===== config.mk =====
export PLATFORM = sky130hd
export DESIGN_NAME = flash_irq_status_bank
export DESIGN_NICKNAME = d
export VERILOG_FILES = /design/src/rtl/flash_irq_pkg.sv /design/src/rtl/flash_irq_event_decode.sv /design/src/rtl/flash_irq_status_regs.sv /design/src/rtl/flash_irq_config_regs.sv /design/src/rtl/flash_irq_read_mux.sv /design/src/rtl/flash_irq_status_bank.sv
export SDC_FILE = /design/constraint.sdc
export NUM_CORES = 1
export LEC_CHECK = 0
export BUFFER_PORTS_ARGS = -buffer_cell sky130_fd_sc_hd__buf_2
export CAP_MARGIN = 25
export CORE_AREA = 2 2 101 103
export CTS_BUF_LIST = sky130_fd_sc_hd__clkbuf_16
export DETAILED_ROUTE_END_ITERATION = 16
export DIE_AREA = 0 0 103 105
export SYNTH_ARGS = -nofsm -noshare
export SYNTH_HDL_FRONTEND = slang
export SYNTH_SLANG_ARGS = --single-unit
export TNS_END_PERCENT = 20

===== constraint.sdc =====
create_clock -name clk -period 3.9 [get_ports clk]
set_clock_uncertainty 0.2 [all_clocks]
set_input_delay 0 -clock clk [delete_from_list [all_inputs] [get_ports clk]]
set_output_delay 0 -clock clk [all_outputs]
set_load 0.03 [all_outputs]

===== src/rtl/flash_irq_pkg.sv =====
package flash_irq_pkg;

  localparam int REG_W = 16;

  // Interrupt status bit positions
  localparam int IB_MASTER = 15;
  localparam int IB_LOAD   = 7;
  localparam int IB_PROG   = 6;
  localparam int IB_ERASE  = 5;
  localparam int IB_RESET  = 4;

  // Error status bit positions
  localparam int EB_CMD   = 10;
  localparam int EB_ERASE = 11;
  localparam int EB_PROG  = 12;
  localparam int EB_LOAD  = 13;

  localparam logic [REG_W-1:0] ERR_ALL_MASK  = 16'h3C00;
  localparam logic [REG_W-1:0] INT_COLD_VAL  = 16'h8080;
  localparam logic [REG_W-1:0] INT_WARM_VAL  = 16'h8010;
  localparam logic [REG_W-1:0] CFGA_RST_VAL  = 16'h40C0;
  localparam logic [REG_W-1:0] CFGA_RD_MASK  = 16'hFFE0;

  // Configuration A control bits
  localparam int CB_POLARITY = 6;
  localparam int CB_READY    = 7;

  typedef enum logic [1:0] {
    OP_LOAD  = 2'd0,
    OP_PROG  = 2'd1,
    OP_ERASE = 2'd2,
    OP_RESET = 2'd3
  } op_kind_e;

  // Register addresses
  localparam int RA_INTR  = 0;
  localparam int RA_ERRS  = 1;
  localparam int RA_CFG_A = 2;
  localparam int RA_CFG_B = 3;
  localparam int RA_CMD   = 4;
  localparam int RA_ECC   = 5;

endpackage


===== src/rtl/flash_irq_event_decode.sv =====
module flash_irq_event_decode
  import flash_irq_pkg::*;
(
  input  logic             op_valid,
  input  logic [1:0]       op_kind,
  input  logic             op_fail,
  output logic [REG_W-1:0] int_set,
  output logic [REG_W-1:0] err_set,
  output logic             warm_rst
);

  logic [REG_W-1:0] done_bit;
  logic [REG_W-1:0] kind_err_bit;

  // Per-kind bit lookup
  always_comb begin
    done_bit     = '0;
    kind_err_bit = '0;
    unique case (op_kind_e'(op_kind))
      OP_LOAD: begin
        done_bit[IB_LOAD]      = 1'b1;
        kind_err_bit[EB_LOAD]  = 1'b1;
      end
      OP_PROG: begin
        done_bit[IB_PROG]      = 1'b1;
        kind_err_bit[EB_PROG]  = 1'b1;
      end
      OP_ERASE: begin
        done_bit[IB_ERASE]     = 1'b1;
        kind_err_bit[EB_ERASE] = 1'b1;
      end
      default: begin
        done_bit[IB_RESET]     = 1'b1;
      end
    endcase
  end

  always_comb begin
    int_set  = '0;
    err_set  = '0;
    warm_rst = 1'b0;
    if (op_valid) begin
      if (op_kind_e'(op_kind) == OP_RESET) begin
        warm_rst = 1'b1;
      end else begin
        int_set            = done_bit;
        int_set[IB_MASTER] = 1'b1;
        if (op_fail) begin
          err_set         = kind_err_bit;
          err_set[EB_CMD] = 1'b1;
        end
      end
    end
  end

endmodule


===== src/rtl/flash_irq_status_regs.sv =====
module flash_irq_status_regs
  import flash_irq_pkg::*;
(
  input  logic             clk,
  input  logic             rst,
  input  logic             warm_rst,
  input  logic             int_wr,
  input  logic [REG_W-1:0] wdata,
  input  logic [REG_W-1:0] int_set,
  input  logic [REG_W-1:0] err_set,
  output logic [REG_W-1:0] int_q,
  output logic [REG_W-1:0] err_q
);

  logic [REG_W-1:0] int_after_wr;
  logic [REG_W-1:0] err_after_wr;
  logic [REG_W-1:0] int_nx;
  logic [REG_W-1:0] err_nx;

  // Host acknowledge is applied first, event sets are ORed on top
  always_comb begin
    int_after_wr = int_wr ? (int_q & wdata) : int_q;
    err_after_wr = err_q;
    if (int_wr && !int_after_wr[IB_MASTER]) begin
      err_after_wr = err_q & ~ERR_ALL_MASK;
    end
    int_nx = int_after_wr | int_set;
    err_nx = err_after_wr | err_set;
  end

  always_ff @(posedge clk) begin
    if (rst) begin
      int_q <= INT_COLD_VAL;
      err_q <= '0;
    end else if (warm_rst) begin
      int_q <= INT_WARM_VAL;
      err_q <= '0;
    end else begin
      int_q <= int_nx;
      err_q <= err_nx;
    end
  end

endmodule


===== src/rtl/flash_irq_config_regs.sv =====
module flash_irq_config_regs
  import flash_irq_pkg::*;
(
  input  logic             clk,
  input  logic             rst,
  input  logic             warm_rst,
  input  logic             cfg_a_wr,
  input  logic             cfg_b_wr,
  input  logic             cmd_wr,
  input  logic             busy,
  input  logic [REG_W-1:0] wdata,
  output logic [REG_W-1:0] cfg_a_q,
  output logic [REG_W-1:0] cfg_b_q,
  output logic [REG_W-1:0] cmd_q,
  output logic             cmd_issue
);

  logic cmd_accept;

  assign cmd_accept = cmd_wr && !busy;

  always_ff @(posedge clk) begin
    if (rst || warm_rst) begin
      cfg_a_q   <= CFGA_RST_VAL;
      cfg_b_q   <= '0;
      cmd_q     <= '0;
      cmd_issue <= 1'b0;
    end else begin
      cmd_issue <= cmd_accept;
      if (cfg_a_wr)   cfg_a_q <= wdata & CFGA_RD_MASK;
      if (cfg_b_wr)   cfg_b_q <= wdata;
      if (cmd_accept) cmd_q   <= wdata;
    end
  end

endmodule


===== src/rtl/flash_irq_read_mux.sv =====
module flash_irq_read_mux
  import flash_irq_pkg::*;
#(
  parameter int ADDR_W = 3
) (
  input  logic [ADDR_W-1:0] rd_addr,
  input  logic [REG_W-1:0]  int_q,
  input  logic [REG_W-1:0]  err_q,
  input  logic [REG_W-1:0]  cfg_a_q,
  input  logic [REG_W-1:0]  cfg_b_q,
  input  logic [REG_W-1:0]  cmd_q,
  output logic [REG_W-1:0]  rd_data
);

  always_comb begin
    rd_data = '0;
    if      (rd_addr == ADDR_W'(RA_INTR))  rd_data = int_q;
    else if (rd_addr == ADDR_W'(RA_ERRS))  rd_data = err_q;
    else if (rd_addr == ADDR_W'(RA_CFG_A)) rd_data = cfg_a_q & CFGA_RD_MASK;
    else if (rd_addr == ADDR_W'(RA_CFG_B)) rd_data = cfg_b_q;
    else if (rd_addr == ADDR_W'(RA_CMD))   rd_data = cmd_q;
    else if (rd_addr == ADDR_W'(RA_ECC))   rd_data = '0;
  end

endmodule


===== src/rtl/flash_irq_status_bank.sv =====
module flash_irq_status_bank
  import flash_irq_pkg::*;
#(
  parameter int ADDR_W = 3
) (
  input  logic              clk,
  input  logic              rst,
  input  logic              wr_en,
  input  logic [ADDR_W-1:0] wr_addr,
  input  logic [15:0]       wr_data,
  input  logic [ADDR_W-1:0] rd_addr,
  output logic [15:0]       rd_data,
  input  logic              op_valid,
  input  logic [1:0]        op_kind,
  input  logic              op_fail,
  output logic              cmd_issue,
  output logic [15:0]       cmd_word,
  output logic              irq_o,
  output logic              ready_o
);

  logic [REG_W-1:0] int_set, err_set;
  logic             warm_rst;
  logic [REG_W-1:0] int_q, err_q;
  logic [REG_W-1:0] cfg_a_q, cfg_b_q, cmd_q;
  logic             wr_intr, wr_cfg_a, wr_cfg_b, wr_cmd;

  // Write address decode
  assign wr_intr  = wr_en && (wr_addr == ADDR_W'(RA_INTR));
  assign wr_cfg_a = wr_en && (wr_addr == ADDR_W'(RA_CFG_A));
  assign wr_cfg_b = wr_en && (wr_addr == ADDR_W'(RA_CFG_B));
  assign wr_cmd   = wr_en && (wr_addr == ADDR_W'(RA_CMD));

  flash_irq_event_decode u_evt (
    .op_valid (op_valid),
    .op_kind  (op_kind),
    .op_fail  (op_fail),
    .int_set  (int_set),
    .err_set  (err_set),
    .warm_rst (warm_rst)
  );

  flash_irq_status_regs u_stat (
    .clk      (clk),
    .rst      (rst),
    .warm_rst (warm_rst),
    .int_wr   (wr_intr),
    .wdata    (wr_data),
    .int_set  (int_set),
    .err_set  (err_set),
    .int_q    (int_q),
    .err_q    (err_q)
  );

  flash_irq_config_regs u_cfg (
    .clk       (clk),
    .rst       (rst),
    .warm_rst  (warm_rst),
    .cfg_a_wr  (wr_cfg_a),
    .cfg_b_wr  (wr_cfg_b),
    .cmd_wr    (wr_cmd),
    .busy      (int_q[IB_MASTER]),
    .wdata     (wr_data),
    .cfg_a_q   (cfg_a_q),
    .cfg_b_q   (cfg_b_q),
    .cmd_q     (cmd_q),
    .cmd_issue (cmd_issue)
  );

  flash_irq_read_mux #(.ADDR_W(ADDR_W)) u_rd (
    .rd_addr (rd_addr),
    .int_q   (int_q),
    .err_q   (err_q),
    .cfg_a_q (cfg_a_q),
    .cfg_b_q (cfg_b_q),
    .cmd_q   (cmd_q),
    .rd_data (rd_data)
  );

  assign cmd_word = cmd_q;
  assign irq_o    = int_q[IB_MASTER] ^ ~cfg_a_q[CB_POLARITY];
  assign ready_o  = cfg_a_q[CB_READY];

endmodule


## After elaboration in Yosys (flattened, before gate mapping)

Index checks and enable logic that the tools add are counted.

| storage, ports and cells | value |
|---|---|
| input port bits | 29 |
| bits in registers | 76 |
| output and inout bits | 35 |
| word-level logic and storage cells | 55 |

| cells by class | value |
|---|---|
| muxes and demuxes | 19 |
| equality and inequality tests | 10 |
| bitwise logic cells | 5 |
| reduce and logical (&&, ||, !) cells | 14 |

Operators by type and width:

| cell | number |
|---|---|
| 16-bit two-way mux | 10 |
| 16-bit OR | 2 |
| 14-bit two-way mux | 2 |
| 16-bit bitwise AND | 1 |
| 3-bit by 2-bit == test with 1-bit output (second input constant) | 4 |
| 8-bit two-way mux | 1 |
| 3-bit == test (second input constant) | 2 |
| 1-bit logical AND | 6 |
| 3-bit logical NOT | 2 |
| 1-bit two-way mux | 6 |
| 2-bit == test (second input constant) | 2 |
| 3-bit by 1-bit == test with 1-bit output (second input constant) | 1 |
| 3-bit OR reduction | 1 |
| 2-bit by 1-bit == test with 1-bit output (second input constant) | 1 |
| 1-bit logical NOT | 2 |
| 2-bit logical NOT | 1 |
| 2-bit OR reduction | 1 |
| 1-bit logical OR | 1 |
| 1-bit NOT | 1 |
| 1-bit XOR | 1 |

## Logic depth before layout (Yosys ltp)

| logic depth | value |
|---|---|
| depth in word-level cells | 7 |
| gate-level depth with buffers | 6 |

## Hierarchy

Synthesis repeated with hierarchy kept, for this count alone.

| second synthesis, totals | value |
|---|---|
| cell total of the unflattened synthesis | 417 |
| area, all modules | 3824.9 µm² |

Modules (own cells, without submodules):

| module | cells an instance | sequential area each (µm²) | area each (µm²) | times used |
|---|---|---|---|---|
| flash_irq_config_regs | 169 | 880.8 | 1732.9 | 1 |
| flash_irq_status_regs | 124 | 640.6 | 1112.3 | 1 |
| flash_irq_read_mux | 82 | 0.0 | 666.9 | 1 |
| flash_irq_event_decode | 37 | 0.0 | 254.0 | 1 |
| flash_irq_status_bank | 5 | 0.0 | 58.8 | 1 |

## Least setup slack after synthesis

OpenSTA, ideal clock, no wires.

| timing | value |
|---|---|
| path type | register to output |
| start point | register u_cfg.cmd_q[7] |
| end point | output port rd_data[7] |
| stages on the path, launching flop included | 4 |
| path slack | 2253 ps |
| data required time | 3700 ps |
| data arrival time | 1447 ps |
| cells stage by stage | dfxtp_1 -> mux2i_1 -> a2bb2oi_1 -> o21ai_0 |

| between the ends | value |
|---|---|
| longest elaborated chain between the ends | 5 |

RTL lines:

| element | line | source |
|---|---|---|
| start: declaration | flash_irq_config_regs.sv:14 | `output logic [REG_W-1:0] cmd_q,` |
| start signal: assignment | flash_irq_config_regs.sv:32 | `if (cmd_accept) cmd_q <= wdata;` |
| 16-bit two-way mux | flash_irq_read_mux.sv:21 | `else if (rd_addr == ADDR_W'(RA_CMD)) rd_data = cmd_q;` |
| 16-bit two-way mux | flash_irq_read_mux.sv:20 | `else if (rd_addr == ADDR_W'(RA_CFG_B)) rd_data = cfg_b_q;` |
| 16-bit two-way mux | flash_irq_read_mux.sv:19 | `else if (rd_addr == ADDR_W'(RA_CFG_A)) rd_data = cfg_a_q & CFGA_RD_MASK;` |
| 16-bit two-way mux | flash_irq_read_mux.sv:18 | `else if (rd_addr == ADDR_W'(RA_ERRS)) rd_data = err_q;` |
| 16-bit two-way mux | flash_irq_read_mux.sv:17 | `if (rd_addr == ADDR_W'(RA_INTR)) rd_data = int_q;` |
| end: declaration | flash_irq_status_bank.sv:12 | `output logic [15:0] rd_data,` |

Every way passes these cells.

## Worst setup path after layout

| timing | value |
|---|---|
| start point | input port wr_addr[1] |
| end point | register u_stat.int_q[7] |

| between the ends | value |
|---|---|
| longest elaborated chain between the ends | 5 |

RTL lines:

| element | line | source |
|---|---|---|
| start: declaration | flash_irq_status_bank.sv:9 | `input logic [ADDR_W-1:0] wr_addr,` |
| 3-bit logical NOT | flash_irq_status_bank.sv:29 | `assign wr_intr = wr_en && (wr_addr == ADDR_W'(RA_INTR));` |
| 1-bit logical AND | flash_irq_status_bank.sv:29 |  |
| 16-bit two-way mux | flash_irq_status_regs.sv:22 | `int_after_wr = int_wr ? (int_q & wdata) : int_q;` |
| 16-bit OR | flash_irq_status_regs.sv:27 | `int_nx = int_after_wr \| int_set;` |
| 8-bit two-way mux | flash_irq_status_regs.sv:35 | `end else if (warm_rst) begin` |
| end signal: assignment | flash_irq_status_regs.sv:39 | `int_q <= int_nx;` |
| end: declaration | flash_irq_status_regs.sv:11 | `output logic [REG_W-1:0] int_q,` |

Every way passes these cells.
A chain may end at the register's enable or synchronous reset.

==> impl_metrics.tcl <==
set metrics [dict create \
    hpwlAfterDp_um 5509 \
    maxSlewViolCount 0 \
    yosysSeqAreaShare 0.4477 \
    cts_tree "done" \
    wl_um 8558 \
    postLayoutCoreUtil 0.3980 \
    ant_nets 0 \
    critPathLaunchType "input pin" \
    clock-root-buffer "clkbuf_16" \
    power.switching_mw 0.3739 \
    worstPathArrival_ns 2.18 \
    yosys_warnings 0 \
    syn_to_final_growth_pct 34.06 \
    end_kind "flip-flop" \
    power_leakage_nw 1.471 \
    cellPowerDensity_nw_per_um2 413.3 \
    max_freq_mhz 459.5 \
    cts_resized 0 \
    cp.required_ns 3.91 \
    combPwrFrac 0.091 \
    avgSynthCellArea_sq_um 8.176 \
    insertion_delay_ns 0.32 \
    dr.pass1.iters 4 \
    fin_crit_sh 0.5580 \
    nets 456 \
    r2r-start "u_stat.int_q[7]$_SDFF_PP1_" \
    clock_path_buffers 2 \
    p_clk_frac 0.487 \
    synth_cell_type_count 33 \
    p_int_mw 1.212 \
    row_count 36 \
    cts_inserted_buffers 9 \
    dieArea_sq_um 10820 \
    coreArea_sq_um 9639 \
    clk_pin_slew_worst_paths_ns 0.05 \
    drive_gt1_frac 0.2037 \
    fillers 1035 \
    worst_pin_slew_ns 0.8451 \
    finalHoldViolCount 0 \
    place_congestion 0.7614 \
    multi_input_area_sq_um 1441 \
    vdd_ir_drop_max_v 0.0002560 \
    hp-start "wr_addr[2]" \
    path_max_fanout 20 \
    die_h_um 105 \
    grt_max_degree 38 \
    viasPerCell 4.931 \
    antenna_found_initial 0 \
    clock-sinks 64 \
    final_cell_mix "nand2_1 (70), dfxtp_1 (64), buf_2 (63), a21oi_1 (48), o21ai_0 (40)" \
    status "finished clean" \
    final_common_cell "nand2_1" \
    ys_ff_latch 64 \
    rsz0062_at_grt "no" \
    die_w_um 103 \
    diodes 0 \
    maxCapViolCount 0 \
    layout.area.seq_sq_um 1281 \
    ioPinCount 64 \
    wl_per_cell_um 15.15 \
    tns_ns 0 \
    switching_share 0.2358 \
    grt_pass1_wl_um 13740 \
    syn-num-nets 379 \
    hold_ws_ns 0.1241 \
    htree_levels 3 \
    finalSetupViolations 0 \
    fin_crit_ns 2.176 \
    num_vias 2786 \
    grt_usage 0.1642 \
    syn_inst 350 \
    sequentialPowerShare 0.422 \
    start_util 0.2969 \
    overflow 0 \
    grt_pass1_vias 2640 \
    hold_path_class "in -> reg" \
    drcViolationCount 0 \
    port_buffers 63 \
    drtIter0Drc 176 \
    max_slew_margin 0.4336 \
    syn_area_sq_um 2861 \
    cp-startpoint "wr_addr[1]" \
    critPathKind "in -> reg" \
]
-- kinds of logic after synthesis --
group / share of synthesized area
XOR/XNOR: 0.003061
buffers and inverters: 0.04941
multiplexers: 0.06078
AO/OA/AOI/OAI: 0.2239
flip-flops: 0.4477
AND/OR/NAND/NOR: 0.2151
-- synth_stat cells (all sizes together) --
master | number | area [sq um]
nand2 | 70 | 262.8
dfxtp | 64 | 1281
a21oi | 48 | 240.2
o21ai | 48 | 240.2
nand3b | 17 | 127.6
clkbuf | 15 | 58.81
buf | 14 | 82.58
mux2i | 14 | 140.1
nor2 | 14 | 52.55
a2bb2oi | 7 | 61.31
a22oi | 6 | 45.04
nand3 | 6 | 30.03
mux2 | 3 | 33.78
nand4b | 3 | 26.28
o22ai | 3 | 18.77
and4bb | 2 | 25.02
nand4bb | 2 | 22.52
nor2b | 2 | 12.51
a31oi | 1 | 6.260
and2 | 1 | 6.260
and3b | 1 | 8.760
and4b | 1 | 10.01
nand2b | 1 | 6.260
nor3 | 1 | 5.000
o211ai | 1 | 12.51
o21a | 1 | 7.510
o2bb2ai | 1 | 8.760
or2 | 1 | 6.260
or4b | 1 | 13.76
xnor2 | 1 | 8.760
-- critical path: stages --
cell and delay, ns:
buf_2 0.13, or4b_4 0.69, o211ai_2 0.18, dlygate4sd3_1 0.57, nand2_1 0.05, dlygate4sd3_1 0.55
-- worst paths after layout --
path                                                     end  slack, ns  depth (start not counted)
worst max-delay path              u_stat.int_q[7]$_SDFF_PP1_       1.72                          6
worst min-delay path            u_stat.int_q[9]$_SDFFE_PP0P_       0.12                          4
worst max register to register    u_stat.int_q[7]$_SDFF_PP1_       2.04                          4
worst min register to register  u_stat.int_q[9]$_SDFFE_PP0P_       0.25                          2
-- state kept, by name (all words and copies together), names as in the netlist, named ones only --
name             count
u_stat.err_q         4
u_stat.int_q        12
u_cfg.cfg_b_q       16
u_cfg.cmd_issue      1
u_cfg.cmd_q         16
u_cfg.cfg_a_q       11
-- per-layer routing --
layer | wire [um] | vias to the layer above | global-route usage
li1 | - | 1389 | -
met1 | 3895 | 1312 | 0.2165
met2 | 4024 | 77 | 0.2625
met3 | 545 | 8 | 0.03946
met4 | 92 | 0 | 0.05075
met5 | 0 | - | 0
-- power groups by stage --
stage	clock (mW)	combinational [mW]	sequential, mW
floorplan	0	0.0732	0.682
global placement	0	0.117	0.683
detailed placement	0	0.122	0.683
CTS	0.783	0.144	0.669
global route	0.815	0.159	0.670
finish	0.772	0.144	0.669
-- stage by stage --
step / worst slack [ns] / area (sq um) / instances / total power [mW]
after floorplan: 2.253 / 2861 / 350 / 0.7552
after global placement: 1.897 / 3204 / 517 / 0.7993
after detailed placement: 1.877 / 3232 / 518 / 0.8048
after CTS: 1.517 / 3821 / 564 / 1.596
after global routing: 1.600 / 3836 / 565 / 1.644
final: 1.724 / 3836 / 565 / 1.586
-- final cells by class --
| class | instances | area share |
|---|---|---|
| multi-input combinational | 257 | 0.3757 |
| clock buffer | 9 | 0.05871 |
| tap | 133 | 0.04338 |
| timing repair buffer | 95 | 0.1716 |
| clock inverter | 7 | 0.01663 |
| sequential | 64 | 0.3340 |
-- timing repair --
item,in CTS,in global routing
setup buffers,0,0
hold endpoints to repair,63,0
endpoints found under the setup margin,0,0
hold buffers,30,0
Note: power is estimated with default switching activity, not from simulation.
